--- src/rtl/hsw_pkg.sv ---
package hsw_pkg;
   localparam int DW     = 32;
   localparam int ALGO_W = 3;

   localparam logic [11:0] OFS_MODE   = 12'h000;
   localparam logic [11:0] OFS_CHAIN  = 12'h004;
   localparam logic [11:0] OFS_STAT   = 12'h058;
   localparam logic [11:0] OFS_LEN_LO = 12'h060;
   localparam logic [11:0] OFS_LEN_HI = 12'h064;

   localparam int ALGO_LSB = 16;
   localparam int HMAC_BIT = 22;
   localparam int END_LSB  = 26;
   localparam int END_W    = 6;

   typedef struct packed {
      logic [END_W-1:0]  endian;
      logic              hmac;
      logic [ALGO_W-1:0] algo;
   } mode_t;

   // word count of the chaining state for an algorithm code, 0 if unsupported
   function automatic logic [5:0] state_words(input logic [ALGO_W-1:0] code);
      case (code)
         3'd1, 3'd2, 3'd5: state_words = 6'd8;
         3'd3, 3'd4:       state_words = 6'd16;
         default:          state_words = 6'd0;
      endcase
   endfunction

   function automatic logic [DW-1:0] seed_word(input int idx);
      seed_word = 32'h5A5A_0000 + DW'(idx) * 32'h0001_0001;
   endfunction
endpackage

--- src/rtl/hsw_word_ptr.sv ---
module hsw_word_ptr #(
   parameter int MAX_WORDS = 16,
   localparam int PW = $clog2(MAX_WORDS)
) (
   input  logic          clk,
   input  logic          rst_n,
   input  logic          clear,
   input  logic          step,
   input  logic [PW-1:0] last_idx,
   output logic [PW-1:0] ptr
);
   always_ff @(posedge clk or negedge rst_n) begin
      if (!rst_n)      ptr <= '0;
      else if (clear)  ptr <= '0;
      else if (step)   ptr <= (ptr == last_idx) ? '0 : ptr + 1'b1;
   end
endmodule

--- src/rtl/hsw_engine_stub.sv ---
module hsw_engine_stub
   import hsw_pkg::*;
#(
   parameter int MAX_WORDS   = 16,
   parameter int BUSY_CYCLES = 8,
   parameter int LEN_STEP    = 64,
   localparam int PW = $clog2(MAX_WORDS),
   localparam int CW = $clog2(BUSY_CYCLES + 1)
) (
   input  logic                          clk,
   input  logic                          rst_n,
   input  logic                          start,
   input  logic                          wr_en,
   input  logic [PW-1:0]                 wr_idx,
   input  logic [DW-1:0]                 wr_data,
   input  logic                          len_we_lo,
   input  logic                          len_we_hi,
   input  logic [DW-1:0]                 len_wdata,
   output logic [MAX_WORDS-1:0][DW-1:0]  words,
   output logic [2*DW-1:0]               len,
   output logic                          busy
);
   if (BUSY_CYCLES < 1) begin : g_bad_busy
      $error("BUSY_CYCLES must be at least 1");
   end

   logic [CW-1:0] cnt_q;
   logic          accept, finish, seed;

   assign accept = start && !busy;
   assign finish = busy && (cnt_q == CW'(1));
   assign seed   = (len == '0);

   always_ff @(posedge clk or negedge rst_n) begin
      if (!rst_n) begin
         busy  <= 1'b0;
         cnt_q <= '0;
      end else if (accept) begin
         busy  <= 1'b1;
         cnt_q <= CW'(BUSY_CYCLES);
      end else if (busy) begin
         cnt_q <= cnt_q - 1'b1;
         if (finish) busy <= 1'b0;
      end
   end

   for (genvar g = 0; g < MAX_WORDS; g++) begin : g_word
      always_ff @(posedge clk or negedge rst_n) begin
         if (!rst_n)
            words[g] <= '0;
         else if (accept && seed)
            words[g] <= seed_word(g);
         else if (finish)
            words[g] <= {words[g][DW-2:0], words[g][DW-1]} ^ DW'(g);
         else if (wr_en && (wr_idx == PW'(g)))
            words[g] <= wr_data;
      end
   end

   always_ff @(posedge clk or negedge rst_n) begin
      if (!rst_n)          len <= '0;
      else if (finish)     len <= len + (2*DW)'(LEN_STEP);
      else if (len_we_lo)  len[DW-1:0] <= len_wdata;
      else if (len_we_hi)  len[2*DW-1:DW] <= len_wdata;
   end
endmodule

--- src/rtl/hsw_state_window.sv ---
module hsw_state_window
   import hsw_pkg::*;
#(
   parameter int ADDR_W      = 12,
   parameter int MAX_WORDS   = 16,
   parameter int BUSY_CYCLES = 8,
   parameter int LEN_STEP    = 64,
   localparam int PW = $clog2(MAX_WORDS)
) (
   input  logic              clk,
   input  logic              rst_n,
   input  logic              bus_sel,
   input  logic              bus_wr,
   input  logic [ADDR_W-1:0] bus_addr,
   input  logic [DW-1:0]     bus_wdata,
   output logic [DW-1:0]     bus_rdata,
   output logic              bus_rvalid,
   input  logic              run_start,
   output logic              busy
);
   if (ADDR_W < 7) begin : g_bad_addr
      $error("ADDR_W too small for the register offsets");
   end
   if (MAX_WORDS < 16) begin : g_bad_words
      $error("MAX_WORDS must hold the longest chaining state");
   end

   mode_t                       mode_q;
   logic [5:0]                  algo_words;
   logic                        algo_ok;
   logic [PW-1:0]               last_idx, ptr;
   logic [MAX_WORDS-1:0][DW-1:0] words;
   logic [2*DW-1:0]             len;
   logic                        rd, wr;
   logic                        hit_mode, hit_chain, hit_stat, hit_lo, hit_hi;
   logic                        chain_ok, mode_we;
   logic [DW-1:0]               rd_next;
   logic                        unused_mode_bits;

   assign unused_mode_bits = ^{bus_wdata[15:0], bus_wdata[21:19], bus_wdata[25:23]};

   assign rd = bus_sel && !bus_wr;
   assign wr = bus_sel &&  bus_wr;

   assign hit_mode  = (bus_addr == ADDR_W'(OFS_MODE));
   assign hit_chain = (bus_addr == ADDR_W'(OFS_CHAIN));
   assign hit_stat  = (bus_addr == ADDR_W'(OFS_STAT));
   assign hit_lo    = (bus_addr == ADDR_W'(OFS_LEN_LO));
   assign hit_hi    = (bus_addr == ADDR_W'(OFS_LEN_HI));

   assign algo_words = state_words(mode_q.algo);
   assign algo_ok    = (algo_words != 6'd0);
   assign last_idx   = PW'(algo_words - 6'd1);
   assign chain_ok   = bus_sel && hit_chain && !busy && algo_ok;
   assign mode_we    = wr && hit_mode && !busy;

   always_ff @(posedge clk or negedge rst_n) begin
      if (!rst_n) mode_q <= '0;
      else if (mode_we) begin
         mode_q.algo   <= bus_wdata[ALGO_LSB +: ALGO_W];
         mode_q.hmac   <= bus_wdata[HMAC_BIT];
         mode_q.endian <= bus_wdata[END_LSB +: END_W];
      end
   end

   hsw_word_ptr #(.MAX_WORDS(MAX_WORDS)) u_ptr (
      .clk      (clk),
      .rst_n    (rst_n),
      .clear    (mode_we),
      .step     (chain_ok),
      .last_idx (last_idx),
      .ptr      (ptr)
   );

   hsw_engine_stub #(
      .MAX_WORDS   (MAX_WORDS),
      .BUSY_CYCLES (BUSY_CYCLES),
      .LEN_STEP    (LEN_STEP)
   ) u_eng (
      .clk       (clk),
      .rst_n     (rst_n),
      .start     (run_start && algo_ok),
      .wr_en     (chain_ok && bus_wr),
      .wr_idx    (ptr),
      .wr_data   (bus_wdata),
      .len_we_lo (wr && hit_lo && !busy),
      .len_we_hi (wr && hit_hi && !busy),
      .len_wdata (bus_wdata),
      .words     (words),
      .len       (len),
      .busy      (busy)
   );

   always_comb begin
      rd_next = '0;
      if (hit_mode) begin
         rd_next[ALGO_LSB +: ALGO_W] = mode_q.algo;
         rd_next[HMAC_BIT]           = mode_q.hmac;
         rd_next[END_LSB +: END_W]   = mode_q.endian;
      end else if (hit_chain) begin
         if (!busy && algo_ok) rd_next = words[ptr];
      end else if (hit_stat) begin
         rd_next[0] = busy;
      end else if (hit_lo) begin
         rd_next = len[DW-1:0];
      end else if (hit_hi) begin
         rd_next = len[2*DW-1:DW];
      end
   end

   always_ff @(posedge clk or negedge rst_n) begin
      if (!rst_n) begin
         bus_rdata  <= '0;
         bus_rvalid <= 1'b0;
      end else begin
         bus_rvalid <= rd;
         bus_rdata  <= rd ? rd_next : '0;
      end
   end
endmodule

--- config.mk ---
export PLATFORM = sky130hd
export DESIGN_NAME = hsw_state_window
export DESIGN_NICKNAME = d
export VERILOG_FILES = /design/src/rtl/hsw_pkg.sv /design/src/rtl/hsw_word_ptr.sv /design/src/rtl/hsw_engine_stub.sv /design/src/rtl/hsw_state_window.sv
export SDC_FILE = /design/constraint.sdc
export NUM_CORES = 2
export LEC_CHECK = 0
export BUFFER_PORTS_ARGS = -buffer_cell sky130_fd_sc_hd__buf_2
export CORE_ASPECT_RATIO = 1.5
export CORE_UTILIZATION = 56
export DETAILED_ROUTE_END_ITERATION = 6
export PLACE_DENSITY = 0.73
export SLEW_MARGIN = 20
export SYNTH_ARGS = -nofsm -noshare
export SYNTH_HDL_FRONTEND = slang
export SYNTH_SLANG_ARGS = --single-unit
export TNS_END_PERCENT = 100
--- constraint.sdc ---
create_clock -name clk -period 4.15 [get_ports clk]
set_input_delay 1.0375 -clock clk [delete_from_list [all_inputs] [get_ports clk]]
set_output_delay 1.0375 -clock clk [all_outputs]
set_load 0.05 [all_outputs]
# Yosys cells after proc, flatten, opt, wreduce, memory -nomap -nowiden
# Cells that the tools add are included.
# classes
addsub	4
order_cmp	1
n_eq_ne	27
mux	76
bitwise	15
reduce_logical	62
# ops
op	n
32-bit two-way mux	57
32-bit binary-select mux with 4-bit select	1
64-bit by 7-bit adder with 64-bit output (second input constant)	1
64-bit logical NOT	1
64-bit two-way mux	1
3-bit nonzero test	16
12-bit by 7-bit equality test with 1-bit output (second input constant)	3
1-bit logical AND	33
4-bit equality test (second input constant)	8
31-bit two-way mux	1
4-bit two-way mux	5
4-bit by 3-bit equality test with 1-bit output (second input constant)	4
16-bit two-way mux	1
12-bit by 3-bit equality test with 1-bit output (second input constant)	1
12-bit logical NOT	1
2-bit inverter	6
3-bit inverter	4
5-bit one-hot mux with 2 select lines	1
3-bit two-way mux	3
4-bit by 1-bit equality test with 1-bit output (second input constant)	2
4-bit by 2-bit equality test with 1-bit output (second input constant)	2
2-bit nonzero test	4
4-bit by 1-bit subtractor with 4-bit output (second input constant)	2
3-bit by 2-bit equality test with 1-bit output (second input constant)	2
other kinds (16)	25
# word_totals
regBits	628
input_bits	49
wordCells	211

# Longest topological paths before layout
# depth
ltp_word	10
depth_mapped	13
mapped_depth_nobuf	7

# Modules after synthesis
# Synthesis repeated with hierarchy kept, for this count alone.
# hier_totals
hier_cells	3916
hier_area_um2	34326.7
# modules_own_cells
module	instances	cells_per_inst	area_each_um2
hsw_engine_stub	1	3387	27762.9
hsw_state_window	1	502	6308.6
hsw_word_ptr	1	27	255.2

# Worst setup path before layout
# No wires, ideal clock.
# synth_timing
kind	register -> register
from	register u_ptr.ptr[0]
to	register u_eng.words[449] in the netlist's numbering
arrival_ns	3.033
path_slack_ns	1.030
path_stages_with_launch	13
n_path_buf	5
period_less_slack_ns	3.120
cell_sequence	dfrtp_1 clkbuf_1 buf_2 buf_1 clkbuf_1 inv_1 ha_1 nand4b_2 nor3_1 and3_1 buf_2 mux2_2 o211ai_1
# synth_between
elab_chain_cells	3
# synth_lines
element	line	text
start: declaration	hsw_word_ptr.sv:10	output logic [PW-1:0] ptr
start signal: assignment	hsw_word_ptr.sv:15	else if (step) ptr <= (ptr == last_idx) ? '0 : ptr + 1'b1;
4-bit equality test	hsw_engine_stub.sv:55	else if (wr_en && (wr_idx == PW'(g)))
1-bit logical AND	hsw_engine_stub.sv:55	
3-bit nonzero test (no line)	--	
end signal: indexed assignment	hsw_engine_stub.sv:52	words[g] <= seed_word(g);
end signal: indexed assignment	hsw_engine_stub.sv:54	words[g] <= {words[g][DW-2:0], words[g][DW-1]} ^ DW'(g);
end signal: indexed assignment	hsw_engine_stub.sv:56	words[g] <= wr_data;
end: declaration	hsw_engine_stub.sv:19	output logic [MAX_WORDS-1:0][DW-1:0] words,
# Every way passes these cells.
# A chain may end at the register's enable or synchronous reset.

# Worst setup path after layout
# layout_timing
from	register u_eng.cnt_q[1]
to	register u_eng.words[441] in the netlist's numbering
# layout_between
elab_chain_cells	4
# layout_lines
element	line	text
start: declaration	hsw_engine_stub.sv:27	logic [CW-1:0] cnt_q;
start signal: assignment	hsw_engine_stub.sv:40	cnt_q <= CW'(BUSY_CYCLES);
start signal: assignment	hsw_engine_stub.sv:42	cnt_q <= cnt_q - 1'b1;
4-bit by 1-bit equality test with 1-bit output (*)	hsw_engine_stub.sv:31	assign finish = busy && (cnt_q == CW'(1));
1-bit logical AND (*)	hsw_engine_stub.sv:31	
32-bit two-way mux	hsw_engine_stub.sv:53	else if (finish)
32-bit two-way mux	hsw_engine_stub.sv:51	else if (accept && seed)
# Mark *: on every way between the ends. The rest lies on a longest branch, timed or not.

==> flow_metrics.env <==
export IMPL_max_stage_delay_ps=1010
export IMPL_path_max_fanout=112
export IMPL_synth_cell_area_mm2=0.03666
export IMPL_cts_hold_buffers_added=0
export IMPL_design_final_nets=3545
export IMPL_setup_worst_path_start_class="flip-flop"
export IMPL_detail_route_wl_per_cell_um=30.24
export IMPL_cell_internal_pwr_mw=9.578
export IMPL_antenna_found_initial=11
export IMPL_synth_main_ff_cell="sky130_fd_sc_hd__dfrtp_1"
export IMPL_postSynth_asyncResetShare=1.000
export IMPL_worst_endpoint_required_ps=4750
export IMPL_yosys_warnings=0
export IMPL_grt_overflow=0
export IMPL_drt_pre_antenna_iters=7
export IMPL_min_path_type="in2async"
export IMPL_cts_root_buf="sky130_fd_sc_hd__clkbuf_16"
export IMPL_syn_to_final_growth_pct=9.253
export IMPL_timing_final_max_slew_violations=0
export IMPL_post_synth_num_cell_types=73
export IMPL_power_frac_clock=0.461
export IMPL_clock_sink_count=628
export IMPL_dr_total_vias=32000
export IMPL_grt_setup_unrepaired="no"
export IMPL_vdd_ir_drop_max_mv=0.3707
export IMPL_critical_path_endpoint_type="flip-flop"
export IMPL_tritoncts_num_buffers=61
export IMPL_multi_input_area_mm2=0.01918
export IMPL_p_comb_frac=0.047
export IMPL_placementRows=114
export IMPL_floorplan_core_area_mm2=0.06461
export IMPL_postCtsResizedCells=0
export IMPL_reg2reg_setup_slack_ps=520
export IMPL_report_final_setup_viol=0
export IMPL_synth_sequential_area_ratio=0.4287
export IMPL_crit_type="reg2reg"
export IMPL_cap_viol_max_count=0
export IMPL_post_route_min_period_ps=3625
export IMPL_wl_um=133400
export IMPL_ctsHtreeMaxLevel=2
export IMPL_die_width_um=210.9
export IMPL_count_of_unresolved_drc_violations_after_routing=1
export IMPL_regArea_mm2=0.01572
export IMPL_tritoncts_clock_tree="built"
export IMPL_fillers=5247
export IMPL_outcome="finished with violations"
export IMPL_clock_latency_ps=680
export IMPL_layout_cells_most_common="sky130_fd_sc_hd__dfrtp_1"
export IMPL_worst_path_max_delay_cell="sky130_fd_sc_hd__buf_4"
export IMPL_synth_edff_count=0
export IMPL_fmax_ghz=0.2758
export IMPL_gp_congestion=0.9712
export IMPL_aggregate_negative_setup_slack_ps=0
export IMPL_final_critical_path_setup_slack_ps=524.8
export IMPL_ordered_cell_list_for_the_critical_path="inv_1, ha_1, nand4bb_4, buf_4, buf_4, nand2_1, a31oi_1, a221oi_1, nand2_1"
export IMPL_clk_pin_slew_worst_paths_ps=60
export IMPL_number_of_top_level_pins=83
export IMPL_fp_dieArea_mm2=0.06651
export IMPL_first_global_vias=31620
export IMPL_max_slew_margin=0.1880
export IMPL_power_static_leakage_nw=15.66
export IMPL_power_per_cell_area_mw_per_mm2=316.3
export IMPL_ys_ff_latch=628
export IMPL_drt_first_iter_violations=3982
export IMPL_netlist_instances=3628
export IMPL_track_usage=0.4041
export IMPL_dp_hpwl_um=90260
export IMPL_dp_worst_setup_slack_ps=266.3
export IMPL_hold_viol=0
export IMPL_cp_arrival_ps=4220
export IMPL_start_util=0.5673
export IMPL_route_detailed_vias_per_inst=7.253
export IMPL_switching_power_mw=3.089
export IMPL_tightestPinTransition_ps=1213
export IMPL_post_syn_nets=3685
export IMPL_die_y_um=315.4
export IMPL_grt_start_max_net_pins=244
export IMPL_final_layout_size_suffix_gt1_frac=0.1566
export IMPL_post_cts_repair_setup_buffers=0
export IMPL_grt_first_pass_wirelength_um=201000
export IMPL_max_clock_path_buffers=3
export IMPL_number_of_port_buffers=82
export IMPL_timing_clock_skew_ps=24.20
export IMPL_power_switching_share=0.2438
export IMPL_post_synth_cell_area_avg_um2=10.10
export IMPL_finalCritPeriodShare=0.8735
export IMPL_violated_checks="design-rule violations"
export IMPL_layout_cells_most_common_list="sky130_fd_sc_hd__dfrtp_1 (625), sky130_fd_sc_hd__mux2i_1 (418), sky130_fd_sc_hd__nor2_1 (411)"
export IMPL_p_seq_frac=0.492
export IMPL_antenna_violating_nets_post_route=0
cells in the mapped netlist (10+ instances only):
cell / instances / area [um2]
sky130_fd_sc_hd__dfrtp_1: 628 / 15720
sky130_fd_sc_hd__mux2i_1: 418 / 4184
sky130_fd_sc_hd__nor2_1: 412 / 1546
sky130_fd_sc_hd__nand2_1: 388 / 1456
sky130_fd_sc_hd__a211oi_1: 340 / 2552
sky130_fd_sc_hd__clkbuf_1: 292 / 1096
sky130_fd_sc_hd__a221oi_1: 128 / 1121
sky130_fd_sc_hd__mux4_2: 128 / 2883
sky130_fd_sc_hd__a31oi_1: 101 / 631.9
sky130_fd_sc_hd__buf_2: 85 / 425.4
sky130_fd_sc_hd__nand3_1: 59 / 295.3
sky130_fd_sc_hd__o211ai_1: 47 / 352.8
sky130_fd_sc_hd__a21oi_1: 46 / 230.2
sky130_fd_sc_hd__nor3_1: 45 / 225.2
sky130_fd_sc_hd__nand4_1: 43 / 269.0
sky130_fd_sc_hd__a22oi_1: 36 / 270.3
sky130_fd_sc_hd__o21a_1: 36 / 270.3
sky130_fd_sc_hd__nor4_1: 34 / 212.7
sky130_fd_sc_hd__mux2_2: 33 / 371.6
sky130_fd_sc_hd__o22ai_1: 30 / 187.7
sky130_fd_sc_hd__and3_1: 28 / 175.2
sky130_fd_sc_hd__buf_1: 28 / 105.1
sky130_fd_sc_hd__a211oi_2: 22 / 275.3
sky130_fd_sc_hd__inv_1: 22 / 82.58
sky130_fd_sc_hd__o21ai_0: 20 / 100.1
sky130_fd_sc_hd__and2_1: 18 / 112.6
sky130_fd_sc_hd__buf_4: 12 / 90.09
sky130_fd_sc_hd__or3_1: 11 / 68.82
sky130_fd_sc_hd__or4_1: 11 / 82.58
sky130_fd_sc_hd__o221ai_1: 10 / 87.58
layout make-up:
type / instances / area share
inverters: 22 / 0.002062
well taps: 870 / 0.02718
multi-input cells: 2552 / 0.4789
diodes: 5 / 0.0003124
clock buffers: 90 / 0.04486
flip-flops and latches: 628 / 0.3926
repair buffers: 223 / 0.04786
clock inverters: 22 / 0.006248
worst max-delay path, delay by kind of cell (launching register included):
family / cells / cell delay (ps)
buffers and inverters: 3 / 1880
AND/OR/NAND/NOR: 3 / 640
flip-flops: 1 / 380
AO/OA/AOI/OAI: 2 / 290
adder cells (fa/ha/maj): 1 / 240
power by group through the flow:
stage,Sequential [mW],Combinational [mW],Clock [mW]
global placement,6.34,0.570,0
finish,6.23,0.593,5.84
floorplan,6.32,0.264,0
detailed placement,6.35,0.587,0
global route,6.24,0.643,6.11
CTS,6.23,0.590,5.87
kinds of logic after synthesis:
kind of cell / count (synthesis) / share of synthesized area
adder cells (fa/ha/maj): 8 / 0.002731
buffers and inverters: 448 / 0.05168
flip-flops: 628 / 0.4287
AO/OA/AOI/OAI: 860 / 0.1767
AND/OR/NAND/NOR: 1103 / 0.1368
XOR/XNOR: 2 / 0.0004779
multiplexers: 579 / 0.2029
registers in the layout (all words and copies together), names as in the netlist:
name         cells
u_eng.busy       1
u_eng.words    512
bus_rvalid       1
u_eng.len       64
u_ptr.ptr        4
mode_q          10
bus_rdata       32
u_eng.cnt_q      4
per-stage QoR:
| stage | util | hold WS, ps | power (mW) | std cells | cell area (um2) |
|---|---|---|---|---|---|
| after CTS | 0.6196 | 415.0 | 12.69 | 4407 | 40040 |
| after detailed placement | 0.5880 | 455.7 | 6.933 | 4295 | 37990 |
| after global routing | 0.6197 | 406.1 | 12.99 | 4409 | 40040 |
| after floorplan | - | 438.6 | 6.588 | 3628 | 36660 |
| final | 0.6198 | 350.7 | 12.67 | 4412 | 40050 |
| after global placement | 0.5880 | 451.0 | 6.911 | 4295 | 37990 |
path summary, 6_finish.rpt:
kind                                      from                to  cells past startpoint
worst max-delay path            u_eng.cnt_q[1]  u_eng.words[441]                      9
worst min register to register       mode_q[9]         mode_q[9]                      2
min in group clk                     mode_q[9]         mode_q[9]                      2
max in group asynchronous                rst_n  u_eng.words[465]                      2
worst min-delay path                     rst_n    u_eng.cnt_q[1]                      1
worst max register to register  u_eng.cnt_q[1]  u_eng.words[441]                      9
per-layer routing:
metal / part of all wire / vias up / routed length [um] / GRT usage
met2: 0.48 / 2025 / 64080 / 0.6623
met1: 0.35 / 16040 / 46590 / 0.4781
met4: 0.086 / 6 / 11450 / 0.2862
met3: 0.084 / 540 / 11270 / 0.07926
met5: 0.00028 / - / 37 / 0
li1: - / 13390 / - / -
Note: power is estimated with default switching activity, not from simulation.
